[src/rtl/psu_supervisor.sv]
module psu_supervisor #(
  parameter int NPOS      = 3,
  parameter int NNEG      = 2,
  parameter int CLK_HZ    = 200_000_000,
  parameter int DG_CYC    = CLK_HZ / 50_000,
  parameter int BLANK_CYC = CLK_HZ / 20,
  parameter int PG_CYC    = CLK_HZ / 4,
  parameter int OFF_CYC   = CLK_HZ / 100
) (
  input  logic            clk,
  input  logic            rst_n,
  input  logic [NPOS-1:0] ov_pos,
  input  logic [NPOS-1:0] uv_pos,
  input  logic [NNEG-1:0] ov_neg,
  input  logic [NNEG-1:0] uv_neg,
  input  logic            line_ok,
  input  logic            bias_ok,
  input  logic            off_req,
  input  logic            neg_dis,
  input  logic            uv_fault_en,
  output logic            pwr_good,
  output logic            shutdown,
  output logic            crowbar
);
  localparam int NF  = 2 * (NPOS + NNEG);
  localparam int DGW = $clog2(DG_CYC + 1);
  localparam int BW  = $clog2(BLANK_CYC + 1);
  localparam int PW  = $clog2(PG_CYC + 1);
  localparam int OW  = $clog2(OFF_CYC + 1);

  logic [NF-1:0] raw, filt;
  assign raw = {uv_neg, ov_neg, uv_pos, ov_pos};

  for (genvar g = 0; g < NF; g++) begin : g_dg
    logic [DGW-1:0] cnt;
    logic           q;
    always_ff @(posedge clk) begin
      if (!rst_n || !bias_ok) begin
        cnt <= '0;
        q   <= 1'b0;
      end else if (raw[g] == q) begin
        cnt <= '0;
      end else if (cnt == DGW'(DG_CYC - 1)) begin
        q   <= raw[g];
        cnt <= '0;
      end else begin
        cnt <= cnt + 1'b1;
      end
    end
    assign filt[g] = q;
  end

  logic ov_any, uv_any;
  assign ov_any = (|filt[NPOS-1:0]) |
                  (!neg_dis & (|filt[2*NPOS+NNEG-1:2*NPOS]));
  assign uv_any = (|filt[2*NPOS-1:NPOS]) |
                  (!neg_dis & (|filt[NF-1:2*NPOS+NNEG]));

  logic off_q, off_fall;
  always_ff @(posedge clk) off_q <= rst_n ? off_req : 1'b0;
  assign off_fall = off_q & ~off_req;

  logic [BW-1:0] bcnt;
  logic [PW-1:0] pcnt;
  logic [OW-1:0] ocnt;
  logic uv_armed, pg_done, off_done, pg_cond, fault_set, fault_q, cb_q;

  assign uv_armed = (bcnt == BW'(BLANK_CYC));
  assign pg_done  = (pcnt == PW'(PG_CYC));
  assign off_done = (ocnt == OW'(OFF_CYC));
  assign shutdown = fault_q | off_done;
  assign crowbar  = cb_q;
  assign pg_cond  = bias_ok & line_ok & ~uv_any & ~off_req;
  assign pwr_good = pg_cond & pg_done;
  assign fault_set = bias_ok & (ov_any | (uv_fault_en & uv_armed & uv_any));

  always_ff @(posedge clk) begin
    if (!rst_n || !bias_ok || !line_ok || shutdown || off_fall) bcnt <= '0;
    else if (!uv_armed)                                           bcnt <= bcnt + 1'b1;
  end

  always_ff @(posedge clk) begin
    if (!rst_n || !pg_cond || off_fall) pcnt <= '0;
    else if (!pg_done)                  pcnt <= pcnt + 1'b1;
  end

  always_ff @(posedge clk) begin
    if (!rst_n || !bias_ok || !off_req) ocnt <= '0;
    else if (!off_done)                 ocnt <= ocnt + 1'b1;
  end

  always_ff @(posedge clk) begin
    if (!rst_n) begin
      fault_q <= 1'b0;
      cb_q    <= 1'b0;
    end else begin
      if (fault_set)          fault_q <= 1'b1;
      else if (off_fall)      fault_q <= 1'b0;
      if (bias_ok && ov_any)  cb_q    <= 1'b1;
      else if (off_fall)      cb_q    <= 1'b0;
    end
  end

  p_ov_latch_r1: assert property (@(posedge clk) disable iff (!rst_n)
    (bias_ok && ov_any) |=> (shutdown && crowbar));
  p_cb_cause_r2: assert property (@(posedge clk) disable iff (!rst_n)
    $rose(crowbar) |-> $past(ov_any && bias_ok));
  p_cb_with_sd_r2: assert property (@(posedge clk) disable iff (!rst_n)
    crowbar |-> shutdown);
  p_uv_gate_r3: assert property (@(posedge clk) disable iff (!rst_n)
    $rose(fault_q) |-> $past(ov_any || (uv_armed && uv_fault_en)));
  p_blank_clr_r4: assert property (@(posedge clk) disable iff (!rst_n)
    (!line_ok || shutdown) |=> !uv_armed);
  p_pg_drop_r5: assert property (@(posedge clk) disable iff (!rst_n)
    (uv_any || !line_ok) |-> !pwr_good);
  p_pg_off_r8: assert property (@(posedge clk) disable iff (!rst_n)
    off_req |-> !pwr_good);
  p_bias_r9: assert property (@(posedge clk) disable iff (!rst_n)
    !bias_ok |=> !$rose(shutdown));
endmodule

[config.mk]
export PLATFORM = sky130hd
export DESIGN_NAME = psu_supervisor
export DESIGN_NICKNAME = d
export VERILOG_FILES = /design/src/rtl/psu_supervisor.sv
export SDC_FILE = /design/constraint.sdc
export NUM_CORES = 1
export LEC_CHECK = 0
export ABC_CLOCK_PERIOD_IN_PS = 2910
export BUFFER_PORTS_ARGS = -buffer_cell sky130_fd_sc_hd__buf_2
export CAP_MARGIN = 20
export CORE_MARGIN = 2
export CORE_UTILIZATION = 25
export DETAILED_ROUTE_END_ITERATION = 12
export PLACE_DENSITY = 0.37
export SKIP_LAST_GASP = 1
export SYNTH_ARGS = -nofsm -noshare
export SYNTH_HDL_FRONTEND = slang
export SYNTH_SLANG_ARGS = --single-unit
[constraint.sdc]
create_clock -name clk -period 2.91 [get_ports clk]
set_clock_uncertainty 0.05 [all_clocks]
set_input_delay 0 -clock clk [delete_from_list [all_inputs] [get_ports clk]]
set_output_delay 0 -clock clk [all_outputs]
set_load 0.1 [all_outputs]
* Word-level counts from Yosys, hierarchy flattened *
Cells that the tools add are included.

storage, ports and cells
  memory bits (read-only) = 0
  input bits = 17
  register bits = 204
  output and inout bits = 3
  memories = 0
  word-level logic and storage cells = 131
  RAM bits = 0
  latch bits = 0

cells by class
  bitwise operators = 26
  multiply operators = 0
  order comparisons = 0
  add/sub/neg operators = 13
  shifts and indexed selects = 0
  equal/unequal tests = 23
  reduce and logical (&&, ||, !) cells = 40
  div/mod/pow operators = 0
  muxes and demuxes = 3

operators with widths
  operator                                                          count
  12-bit by 1-bit adder with 12-bit output (second input constant)  10
  12-bit equality test (second input constant)                      10
  3-bit OR reduction                                                12
  26-bit by 1-bit adder with 26-bit output (second input constant)  1
  26-bit equality test (second input constant)                      1
  24-bit by 1-bit adder with 24-bit output (second input constant)  1
  24-bit equality test (second input constant)                      1
  21-bit by 1-bit adder with 21-bit output (second input constant)  1
  21-bit equality test (second input constant)                      1
  2-bit AND reduction                                               10
  1-bit inverter                                                    12
  1-bit AND                                                         10
  1-bit equality test                                               10
  1-bit logical OR                                                  7
  1-bit logical NOT                                                 6
  1-bit OR                                                          4
  2-bit nonzero test                                                2
  2-bit OR reduction                                                2
  1-bit 2-to-1 mux                                                  3
  1-bit logical AND                                                 1

* Longest topological paths before layout *
  depth in word-level cells = 9
  depth in mapped cells = 7
  gate-level depth less buffers = 6

* Worst setup path before layout *
No wires, ideal clock.

  kind = flip-flop to output port
  start point = register pcnt[3]
  end point = output pwr_good
  required time = 2.860 ns
  slack = 0.750 ns
  stages on the path, launching flop included = 5
  buffers on the path = 0
  arrival = 2.110 ns
  cell sequence = dfxtp_1 or4_1 or3_1 nor2_1 and3_1

on the way
  cells in the longest elaborated chain, start to end = 2

RTL lines
  element                 RTL line  RTL
  from (decl)             64        logic [PW-1:0] pcnt;
  from (signal assigned)  84        else if (!pg_done) pcnt <= pcnt + 1'b1;
  26-bit equality test    69        assign pg_done = (pcnt == PW'(PG_CYC));
  1-bit AND               74        assign pwr_good = pg_cond & pg_done;
  to (decl)               21        output logic pwr_good,

Every way passes these cells.

* Worst setup path in the final report *
Same ends and word-level chain as after synthesis.

==> out/metrics.cfg <==
[outcome]
status = finished, final reports clean

[final_layout]
finalNetCount = 1146
layout_common_cells = 204 x dfxtp_1, 181 x nor2_1, 98 x xnor2_1
final_common_cell = dfxtp_1
fin_cells = 1598
nFillCells = 3884
areaGrowthSynthToFinish_pct = 18.2
drive_above_1_share_pct = 6.82

[timing]
rsz0062_at_grt = false
fmax_ghz = 0.389
max-slew-margin-rel_pct = 28.5
period_share_pct = 88.4
tightest_slew_ns = 1.06
setup_violations = 0
fin_tns_setup_ns = 0
layout_min_cycle_time_ns = 2.57
final-max-slew-violation-count = 0
hold_viol_final = 0

[yosys]
synth_compound_area_share_pct = 6.21
synth-seq-cells = 204
synth_top_family_by_area = simple AND/OR/NAND/NOR gates
synth_simple_gate_area_share_pct = 29.5
synth_top_area_share_pct = 44.6
synth-xor-area-share_pct = 13.0
synth_nets = 1101
synthMuxAreaShare_pct = 1.20
synth.yosys.seq_area_share_pct = 44.6
synth-adder-area-share_pct = 2.19
syn-cell-area_sq_mm = 0.00915
synth.distinct_cells = 43
netlist_top_cells_area = dfxtp_1 45%, xnor2_1 9.4%, nor2_1 7.4%, xor2_1 3.6%, nand3_1 3.4%
yosysWarnings = 0
synthCells = 1068
syn_area_per_cell_sq_um = 8.57
yosys.area.top_type = dfxtp_1

[clock_tree]
numCtsBuffers = 26
cts_sinks = 204
cts_htree_levels = 1
cts_tree = built
cts.clk_slew.worst_paths_ns = 0.06
cts_buffer_depth = 3
clk_latency_ns = 0.52
cts-root-buf = clkbuf_16

[worst_setup_path]
reg2reg_depth = 6
r2r-start = g_dg[4].q$_SDFFE_PP0P_
crit_type = reg2out
critPathMaxFanout = 5
worstSetupStartpoint = pcnt[3]$_SDFFE_PP0N_
rr_endpoint = fault_q$_SDFFE_PN0P_
required_ns = 2.86
end_kind = primary output
worstPathArrival_ns = 2.52
startpoint_type = register
ff2ff_setup_slack_ns = 0.58

[floorplan]
fp.dieW_microns = 195
core.rowCount = 70
core_area_sq_mm = 0.0363
dieArea_sq_mm = 0.0381
initial_core_util_pct = 25.2
io_pins = 20
die_h_microns = 195

[grt]
grt-ovfl-total = 0
grt_pass1_wl_mm = 33.9
grt_max_degree = 27
grt_antenna_before_repair = 1
grt_pass1_vias = 6841
grt_usage_pct = 10.5

[place]
io_buffers = 19
dpl.hpwl_mm = 13.2
place_inst = 1533
place_congestion = 0.717

[power_and_ir_drop]
pwr-share-comb_pct = 1.8
leakagePower_nw = 3.12
vdd_ir_drop_max_uv = 341
switching_share_pct = 21.3
power_switching_mw = 1.30
p_int_mw = 4.79
clkPwrFrac_pct = 52.0
powerDensity_mw_per_mm2 = 563
p_seq_share_pct = 46.2

[routing]
drt-initial-drc-count = 264
ant_nets = 0
drtPass1Iterations = 5
via_per_inst = 4.46
wire_per_inst_microns = 12.4
post-route-drc-count = 0
wl_mm = 19.9
num_vias = 7121

[run]
cap_violations = 0

[worst_hold_path]
min_to = g_dg[8].q$_SDFFE_PP0P_
holdCritPathClass = in2reg
hold_start = bias_ok
worstHoldPathCells = 4

## worst max path at each step
stage / endpoint / slack [ns]
after floorplan: pwr_good / 0.75
after global placement: bcnt[23]$_SDFFE_PP0P_ / 0.66
after detailed placement: bcnt[23]$_SDFFE_PP0P_ / 0.65
after CTS: pwr_good / 0.29
after global routing: pwr_good / 0.20
final: pwr_good / 0.34
## power by group through the flow
| stage | clock (mW) | combinational (mW) | sequential [mW] |
|---|---|---|---|
| 2_1_floorplan | 0 | 0.0537 | 2.87 |
| 6_report | 3.16 | 0.109 | 2.81 |
| 3_3_place_gp | 0 | 0.0951 | 2.87 |
| 4_1_cts | 3.29 | 0.113 | 2.81 |
| 3_5_place_dp | 0 | 0.0948 | 2.87 |
| 5_1_grt | 3.40 | 0.123 | 2.81 |
## what timing repair did
item,4_1_cts,5_1_grt
buffers inserted,0,0
hold buffers,20,0
gates resized for setup,0,0
hold endpoints to repair,41,0
## cell families after synthesis
family,Yosys count
simple gates,532
buf+inv,77
compound gates,92
xor+xnor,136
flops,204
mux,11
fa+ha+maj,16
## Yosys cell counts
master	count
and4bb_2	1
nor4b_1	5
o21ai_0	25
and4b_1	3
nand3_1	63
nand2b_1	15
nor2b_1	1
nor2_1	181
dfxtp_1	204
nand3_2	1
nor4_1	33
o31ai_1	15
o41ai_1	2
inv_1	48
and3_1	6
or2_2	5
a21oi_1	28
buf_6	1
or4_4	2
a211oi_1	15
nor3b_1	1
o311ai_0	2
o211ai_1	1
and4_1	8
a211o_1	1
nor4bb_1	1
or3_1	27
and2_1	5
or4_1	18
nand2_1	62
or4b_1	2
clkbuf_1	28
a31oi_1	1
nor3_1	44
xor2_1	38
mux2i_1	11
and3b_1	2
nand4b_1	3
ha_1	16
nand4_1	43
a211oi_2	1
o21bai_1	1
xnor2_1	98
## cell type report
cell class / count / area, sq um / area share (%)
clock buffers: 38 / 787 / 7.28
well taps: 468 / 586 / 5.41
inverters: 48 / 180 / 1.67
flip-flops and latches: 204 / 4080 / 37.8
repair buffers: 46 / 348 / 3.22
diodes: 1 / 2.50 / 0.0231
clock inverters: 6 / 55.1 / 0.509
multi-input cells: 787 / 4770 / 44.1
## routing by layer
metal	up-vias	GRT usage, %	part of all wire (%)
met3	22	2.19	3.3
met4	0	2.46	1.7
met5	-	0	0
met2	59	16.4	42
met1	3228	14.8	53
li1	3812	-	-
## critical path, cell delays in order, from the launching register on
cell,delay [ns]
dfxtp_1,0.34
or4_1,0.56
or3_1,0.38
nor2_1,0.15
and3_1,0.16
buf_2,0.42
## flip-flops by register name, indices dropped and copies added, names as in the netlist
name,count
crowbar,1
fault_q,1
off_q,1
g_dg.cnt,120
g_dg.q,10
bcnt,24
pcnt,26
ocnt,21
## per-stage QoR
step	power, mW	utilization (%)	cell area (sq um)	hold WS (ns)	worst slack, ns
detailed placement	2.97	26.9	9770	0.218	0.651
global route	6.34	29.8	10800	0.121	0.200
CTS	6.22	29.7	10800	0.0880	0.287
finish	6.08	29.8	10800	0.0668	0.338
global placement	2.97	26.9	9770	0.215	0.658
floorplan	2.93	-	9150	0.0717	0.750
Power figures use the tool's default switching activity.
